<file path="config.mk">
export PLATFORM = sky130hd
export DESIGN_NAME = flat_xlat
export DESIGN_NICKNAME = d
export VERILOG_FILES = /design/src/rtl/flat_xlat_pkg.sv /design/src/rtl/flat_pt_index.sv /design/src/rtl/flat_pt_decode.sv /design/src/rtl/flat_pt_seq.sv /design/src/rtl/flat_xlat.sv
export SDC_FILE = /design/constraint.sdc
export NUM_CORES = 1
export LEC_CHECK = 0
export BUFFER_PORTS_ARGS = -buffer_cell sky130_fd_sc_hd__clkbuf_2
export CORE_MARGIN = 2
export CORE_UTILIZATION = 54
export DETAILED_ROUTE_END_ITERATION = 16
export PLACE_DENSITY = 0.92
export RECOVER_POWER = 25
export SYNTH_ARGS = -nofsm -noshare
export SYNTH_HDL_FRONTEND = slang
export SYNTH_HIERARCHICAL = 1
export SYNTH_SLANG_ARGS = --single-unit
export TNS_END_PERCENT = 100
</file>
<file path="constraint.sdc">
create_clock -name clk -period 3.2 [get_ports clk]
set_input_delay 0.48 -clock clk [delete_from_list [all_inputs] [get_ports clk]]
set_output_delay 0.48 -clock clk [all_outputs]
set_load 0.02 [all_outputs]
</file>
<file path="src/rtl/flat_xlat_pkg.sv">
// Shared constants and types for the flat page table translator.
// Assumes 32-bit addresses, 4 KiB pages and 32-bit descriptors.
package flat_xlat_pkg;
    localparam int ADDR_W        = 32;
    localparam int PAGE_SHIFT    = 12;
    localparam int DESC_W        = 32;
    localparam int DESC_BYTES    = DESC_W / 8;
    localparam int VALID_BIT     = 1;
    localparam int NONSEC_BIT    = 3;
    localparam int COHERENT_BIT  = 8;
    localparam int PMODE_LSB     = 5;
    localparam int PROTECT_ALIGN = 128;

    typedef enum logic [1:0] {
        FK_NONE  = 2'd0,
        FK_XLATE = 2'd1,
        FK_WALK  = 2'd2
    } fault_kind_e;

    typedef enum logic [1:0] {
        ST_IDLE  = 2'd0,
        ST_FETCH = 2'd1,
        ST_WAIT  = 2'd2,
        ST_RESP  = 2'd3
    } walk_state_e;

    typedef struct packed {
        logic [ADDR_W-1:0] paddr;
        fault_kind_e       kind;
        logic              nonsec;
    } xlat_result_t;
endpackage

</file>
<file path="src/rtl/flat_pt_index.sv">
// Computes the byte address of the descriptor that covers a virtual address.
// Assumes the table is contiguous and wraps modulo 2^ADDR_W.
module flat_pt_index #(
    parameter int ADDR_W     = flat_xlat_pkg::ADDR_W,
    parameter int PAGE_SHIFT = flat_xlat_pkg::PAGE_SHIFT,
    parameter int DESC_BYTES = flat_xlat_pkg::DESC_BYTES
) (
    input  logic [ADDR_W-1:0] table_base,
    input  logic [ADDR_W-1:0] vaddr,
    output logic [ADDR_W-1:0] desc_addr
);
    localparam int IDX_SHIFT = $clog2(DESC_BYTES);

    logic [ADDR_W-1:0] page_num;
    logic [ADDR_W-1:0] byte_off;

    // Scale the page number to a byte offset and add it to the base.
    always_comb begin
        page_num  = vaddr >> PAGE_SHIFT;
        byte_off  = page_num << IDX_SHIFT;
        desc_addr = table_base + byte_off;
    end
endmodule

</file>
<file path="src/rtl/flat_pt_decode.sv">
// Turns a fetched descriptor (or a read error) into a translation result.
// A fault redirects the address into an aligned protect area.
// Assumes pmode is the two-bit protect mode taken from the control word.
module flat_pt_decode
    import flat_xlat_pkg::*;
#(
    parameter int A_W   = ADDR_W,
    parameter int D_W   = DESC_W,
    parameter int PSH   = PAGE_SHIFT,
    parameter int ALIGN = PROTECT_ALIGN
) (
    input  logic [D_W-1:0] desc,
    input  logic           rd_err,
    input  logic [A_W-1:0] vaddr,
    input  logic [A_W-1:0] protect_addr,
    input  logic [1:0]     pmode,
    output xlat_result_t   result
);
    localparam int ALIGN_SH = $clog2(ALIGN);

    logic [A_W-1:0] prot_base;
    logic [A_W-1:0] prot_off;
    logic [A_W-1:0] prot_slot;
    logic [A_W-1:0] prot_final;
    logic [A_W-1:0] map_addr;
    logic           desc_ok;

    // Form the redirect address inside the protect area.
    always_comb begin
        prot_base  = {protect_addr[A_W-1:ALIGN_SH], {ALIGN_SH{1'b0}}};
        prot_off   = pmode[0] ? {{(A_W-ALIGN_SH){1'b0}}, vaddr[ALIGN_SH-1:0]} : '0;
        prot_slot  = pmode[1] ? A_W'(ALIGN) : '0;
        prot_final = prot_base + prot_slot + prot_off;
    end

    // Splice the frame number from the descriptor with the page offset.
    always_comb begin
        map_addr = {desc[D_W-1:PSH], vaddr[PSH-1:0]};
        desc_ok  = desc[VALID_BIT];
    end

    // Select mapped or redirected result; a read error wins over contents.
    always_comb begin
        if (rd_err) begin
            result.paddr  = prot_final;
            result.kind   = FK_WALK;
            result.nonsec = 1'b0;
        end else if (!desc_ok) begin
            result.paddr  = prot_final;
            result.kind   = FK_XLATE;
            result.nonsec = 1'b0;
        end else begin
            result.paddr  = map_addr;
            result.kind   = FK_NONE;
            result.nonsec = desc[NONSEC_BIT];
        end
    end
endmodule

</file>
<file path="src/rtl/flat_pt_seq.sv">
// Sequencer for one outstanding translation: accept, fetch, wait, respond.
// Captures the virtual address and descriptor address at acceptance,
// and the decoded result when read data returns.
module flat_pt_seq
    import flat_xlat_pkg::*;
#(
    parameter int A_W = ADDR_W
) (
    input  logic           clk,
    input  logic           rst_n,
    input  logic           req_valid,
    output logic           req_ready,
    input  logic [A_W-1:0] req_vaddr,
    input  logic [A_W-1:0] desc_addr_in,
    output logic [A_W-1:0] held_vaddr,
    output logic           mem_rd_valid,
    input  logic           mem_rd_ready,
    output logic [A_W-1:0] mem_rd_addr,
    input  logic           mem_rsp_valid,
    input  xlat_result_t   decoded,
    output logic           rsp_valid,
    input  logic           rsp_ready,
    output xlat_result_t   rsp_q
);
    walk_state_e    state_q;
    logic [A_W-1:0] va_q;
    logic [A_W-1:0] daddr_q;

    // Advance the walk state on each handshake.
    always_ff @(posedge clk) begin
        if (!rst_n) begin
            state_q <= ST_IDLE;
        end else begin
            case (state_q)
                ST_IDLE:  if (req_valid)     state_q <= ST_FETCH;
                ST_FETCH: if (mem_rd_ready)  state_q <= ST_WAIT;
                ST_WAIT:  if (mem_rsp_valid) state_q <= ST_RESP;
                ST_RESP:  if (rsp_ready)     state_q <= ST_IDLE;
                default:                     state_q <= ST_IDLE;
            endcase
        end
    end

    // Capture request address and descriptor address at acceptance.
    always_ff @(posedge clk) begin
        if (!rst_n) begin
            va_q    <= '0;
            daddr_q <= '0;
        end else if (state_q == ST_IDLE && req_valid) begin
            va_q    <= req_vaddr;
            daddr_q <= desc_addr_in;
        end
    end

    // Capture the decoded result when the descriptor arrives.
    always_ff @(posedge clk) begin
        if (!rst_n) begin
            rsp_q <= '0;
        end else if (state_q == ST_WAIT && mem_rsp_valid) begin
            rsp_q <= decoded;
        end
    end

    // Drive handshake outputs from the current state.
    always_comb begin
        req_ready    = (state_q == ST_IDLE);
        mem_rd_valid = (state_q == ST_FETCH);
        rsp_valid    = (state_q == ST_RESP);
        mem_rd_addr  = daddr_q;
        held_vaddr   = va_q;
    end
endmodule

</file>
<file path="src/rtl/flat_xlat.sv">
// Top level of the flat page table translator. Wires the index unit,
// descriptor decoder and sequencer together. Configuration inputs are
// assumed static while a request is pending, except the table base,
// which is sampled at acceptance.
module flat_xlat
    import flat_xlat_pkg::*;
(
    input  logic        clk,
    input  logic        rst_n,
    input  logic [31:0] cfg_table_base,
    input  logic [31:0] cfg_protect_addr,
    input  logic [31:0] cfg_ctrl,
    input  logic        req_valid,
    output logic        req_ready,
    input  logic [31:0] req_vaddr,
    output logic        mem_rd_valid,
    input  logic        mem_rd_ready,
    output logic [31:0] mem_rd_addr,
    output logic        mem_rd_coherent,
    input  logic        mem_rsp_valid,
    input  logic [31:0] mem_rsp_data,
    input  logic        mem_rsp_err,
    output logic        rsp_valid,
    input  logic        rsp_ready,
    output logic [31:0] rsp_paddr,
    output logic        rsp_fault,
    output logic [1:0]  rsp_kind,
    output logic        rsp_nonsec
);
    logic [ADDR_W-1:0] desc_addr;
    logic [ADDR_W-1:0] held_vaddr;
    xlat_result_t      decoded;
    xlat_result_t      rsp_q;

    flat_pt_index #(
        .ADDR_W     (ADDR_W),
        .PAGE_SHIFT (PAGE_SHIFT),
        .DESC_BYTES (DESC_BYTES)
    ) i_index (
        .table_base (cfg_table_base),
        .vaddr      (req_vaddr),
        .desc_addr  (desc_addr)
    );

    flat_pt_decode #(
        .A_W   (ADDR_W),
        .D_W   (DESC_W),
        .PSH   (PAGE_SHIFT),
        .ALIGN (PROTECT_ALIGN)
    ) i_decode (
        .desc         (mem_rsp_data),
        .rd_err       (mem_rsp_err),
        .vaddr        (held_vaddr),
        .protect_addr (cfg_protect_addr),
        .pmode        (cfg_ctrl[PMODE_LSB+1:PMODE_LSB]),
        .result       (decoded)
    );

    flat_pt_seq #(
        .A_W (ADDR_W)
    ) i_seq (
        .clk           (clk),
        .rst_n         (rst_n),
        .req_valid     (req_valid),
        .req_ready     (req_ready),
        .req_vaddr     (req_vaddr),
        .desc_addr_in  (desc_addr),
        .held_vaddr    (held_vaddr),
        .mem_rd_valid  (mem_rd_valid),
        .mem_rd_ready  (mem_rd_ready),
        .mem_rd_addr   (mem_rd_addr),
        .mem_rsp_valid (mem_rsp_valid),
        .decoded       (decoded),
        .rsp_valid     (rsp_valid),
        .rsp_ready     (rsp_ready),
        .rsp_q         (rsp_q)
    );

    // Present the registered result and the coherent-fetch flag.
    always_comb begin
        rsp_paddr       = rsp_q.paddr;
        rsp_kind        = rsp_q.kind;
        rsp_fault       = (rsp_q.kind != FK_NONE);
        rsp_nonsec      = rsp_q.nonsec;
        mem_rd_coherent = cfg_ctrl[COHERENT_BIT];
    end
endmodule

</file>
==> impl_metrics.toml <==
[cells_and_area]
layout-area-overhead-vs-synth_pct = 19.49
antennaDiodeCount = 0
final_layout_size_suffix_gt1_share_pct = 21.24
fillers = 870
finish.net_count = 1095
final_cells = 1037

[logic_synthesis]
cell_count_after_synthesis = 743
synth_fp_nets = 939
synth-warning-count = 6
syn_avg_cell_area_um2 = 7.465
mappedNetlistArea_um2 = 5547

[pwr]
power_per_cell_area_nw_per_um2 = 520.9
power.static_leakage_nw = 2.848
ir_drop_v = 0.0003578

[worst_setup_path]
critical_path_arrival_ps = 2580
cp-start-kind = "input pin"
cp_slowest_stage_delay_ps = 400
crit_chain = "clkbuf_2 > ha_1 > inv_1 > fa_1 > nor2b_1 > o2111a_1 > o31a_1 > o211ai_2 > a21oi_1 > xor2_1 > nand2_1 > a21boi_1"
critical_path.endpoint_type = "flop"
critical-path-top-delay-family = "compound AO/OA/AOI/OAI gates"
critPathSlowestCell = "fa_1"
crit_type = "in2reg"
highest_net_fanout_along_the_worst_path = 5
r2r_slack_ps = 1210
path_buf_inv = 2
worstPathRequired_ps = 3470

[floorplan]
floorplan.die.width_um = 105.4
fp.dieH_um = 105.4
die_area_um2 = 11100
number_of_top_level_pins = 239
core_um2 = 9864
fp-row-count = 36
start_util_pct = 56.23

[clock_tree]
cts_made_buffers = 9
clkTransAtPathRegs_ps = 80
htree_levels = 3
max-clock-path-buffers = 2
number_of_buffers_inserted_for_hold_repair_after_clock_tree_synthesis = 0
clock_sink_count = 81
cts_tree = "built"
clock_latency_late_sink_ps = 350
clock-root-buffer = "clkbuf_8"
post_cts_setup_inserts = 0
postCtsResizedCells = 0

[drt]
drt_pass1_iterations = 5
routed-via-count = 5727
wl_mm = 14.29
remaining_drc_errors = 0
post_drt_via_cell_ratio = 5.523
ant_nets = 0
avgRoutedWirePerCell_um = 13.78
iteration_0_drc_count_of_the_detailed_router = 304

[place]
hpwlAfterDp_mm = 10.92
placed_cells_incl_taps = 1021
place.port_buffers = 190
gpl.final_weighted_congestion = 0.9154

[sta]
timing.clock.skew_ps = 15.67
relSlewSlack_pct = 49.77
worst_slew_pin_slew_ps = 753.4
final.period_utilization_pct = 72.12
timing_max_transition_violations_final = 0
post-route-min-period_ps = 2308
rsz0062_at_grt = "false"
worst_hold_slack_ps = 347.0
max_freq_mhz = 433.3
number_of_hold_violations_in_the_final_report = 0
final.setup.tns_ps = 0
final_setup_viols = 0

[grt]
gr-total-overflow = 0
first_global_vias = 5198
grt_antenna_before_repair = 1
grt_start_max_net_pins = 39
grt_use_total_pct = 25.21
wire_length_of_the_first_global_routing_pass_mm = 23.40

[job]
max_cap_viol_count = 0

[run_status]
outcome = "finished clean"

[hold_path]
hold_path.class = "in2reg"
[where the power goes]
part	switching (W)	internal, W
registers	0.0000919	0.00117
logic	0.000845	0.000489
clock network	0.000389	0.000467
total	0.00133	0.00213
[through the flow]
stage	cell area, µm²	setup WS, ps	total power (W)	utilization, %
after floorplan	5547	872.8	0.002239	-
after global placement	6446	583.7	0.002596	65.35
after detailed placement	6446	569.8	0.002630	65.35
after CTS	6674	939.7	0.003487	67.66
after global routing	6628	706.1	0.003662	67.19
final	6628	892.3	0.003452	67.19
[registers in the layout, summed over array words and instances (netlist names)]
name,flops
i_seq/state_q,2
i_seq/mem_rd_addr,32
i_seq/rsp_q,35
i_seq/held_vaddr,12
[metal layers]
layer	vias to the layer above	track usage (%)	share of wire, %
met2	231	45.48	49
met4	2	7.048	1.2
met3	20	4.824	7.3
li1	2853	-	-
met5	-	0	0.091
met1	2621	30.32	42
[layout make-up]
type / instances / area [µm²] / share of cell area [%]
tap: 133 / 166.4 / 2.511
multi-input combinational: 593 / 3562 / 53.75
clock inverter: 5 / 86.33 / 1.303
inverter: 16 / 60.06 / 0.9062
sequential: 81 / 1622 / 24.47
timing repair buffer: 198 / 989.7 / 14.93
clock buffer: 11 / 141.4 / 2.133
[worst reg2reg max path: cells and delay by family (launching register included)]
family | cells | cell delay, ps
adders and majority gates | 1 | 260
DFF | 1 | 360
AOI/OAI and AO/OA | 1 | 120
and+or+nand+nor | 2 | 700
buffers and inverters | 2 | 470
[final timing paths]
check / from / end / cells after the start
worst min-delay path: req_vaddr[2] / i_seq/held_vaddr[2] / 3
worst max-delay path: cfg_table_base[2] / i_seq/mem_rd_addr[28] / 12
worst min register to register: i_seq/held_vaddr[0] / i_seq/held_vaddr[0] / 2
worst max register to register: i_seq/state_q[0] / i_seq/rsp_q[12] / 6
[placed cells by master (no fill, tap or decap), types with 11 or more instances in the layout]
cell,n
clkbuf_1,38
ha_1,28
inv_1,16
nor2_1,23
nand3_1,23
o21ai_0,25
dfxtp_1,81
nor2b_1,13
a31oi_1,14
nand2_1,215
xnor2_1,11
clkbuf_2,153
a21boi_1,75
xor2_1,22
a21oi_1,23
Power figures use the tool's default switching activity.
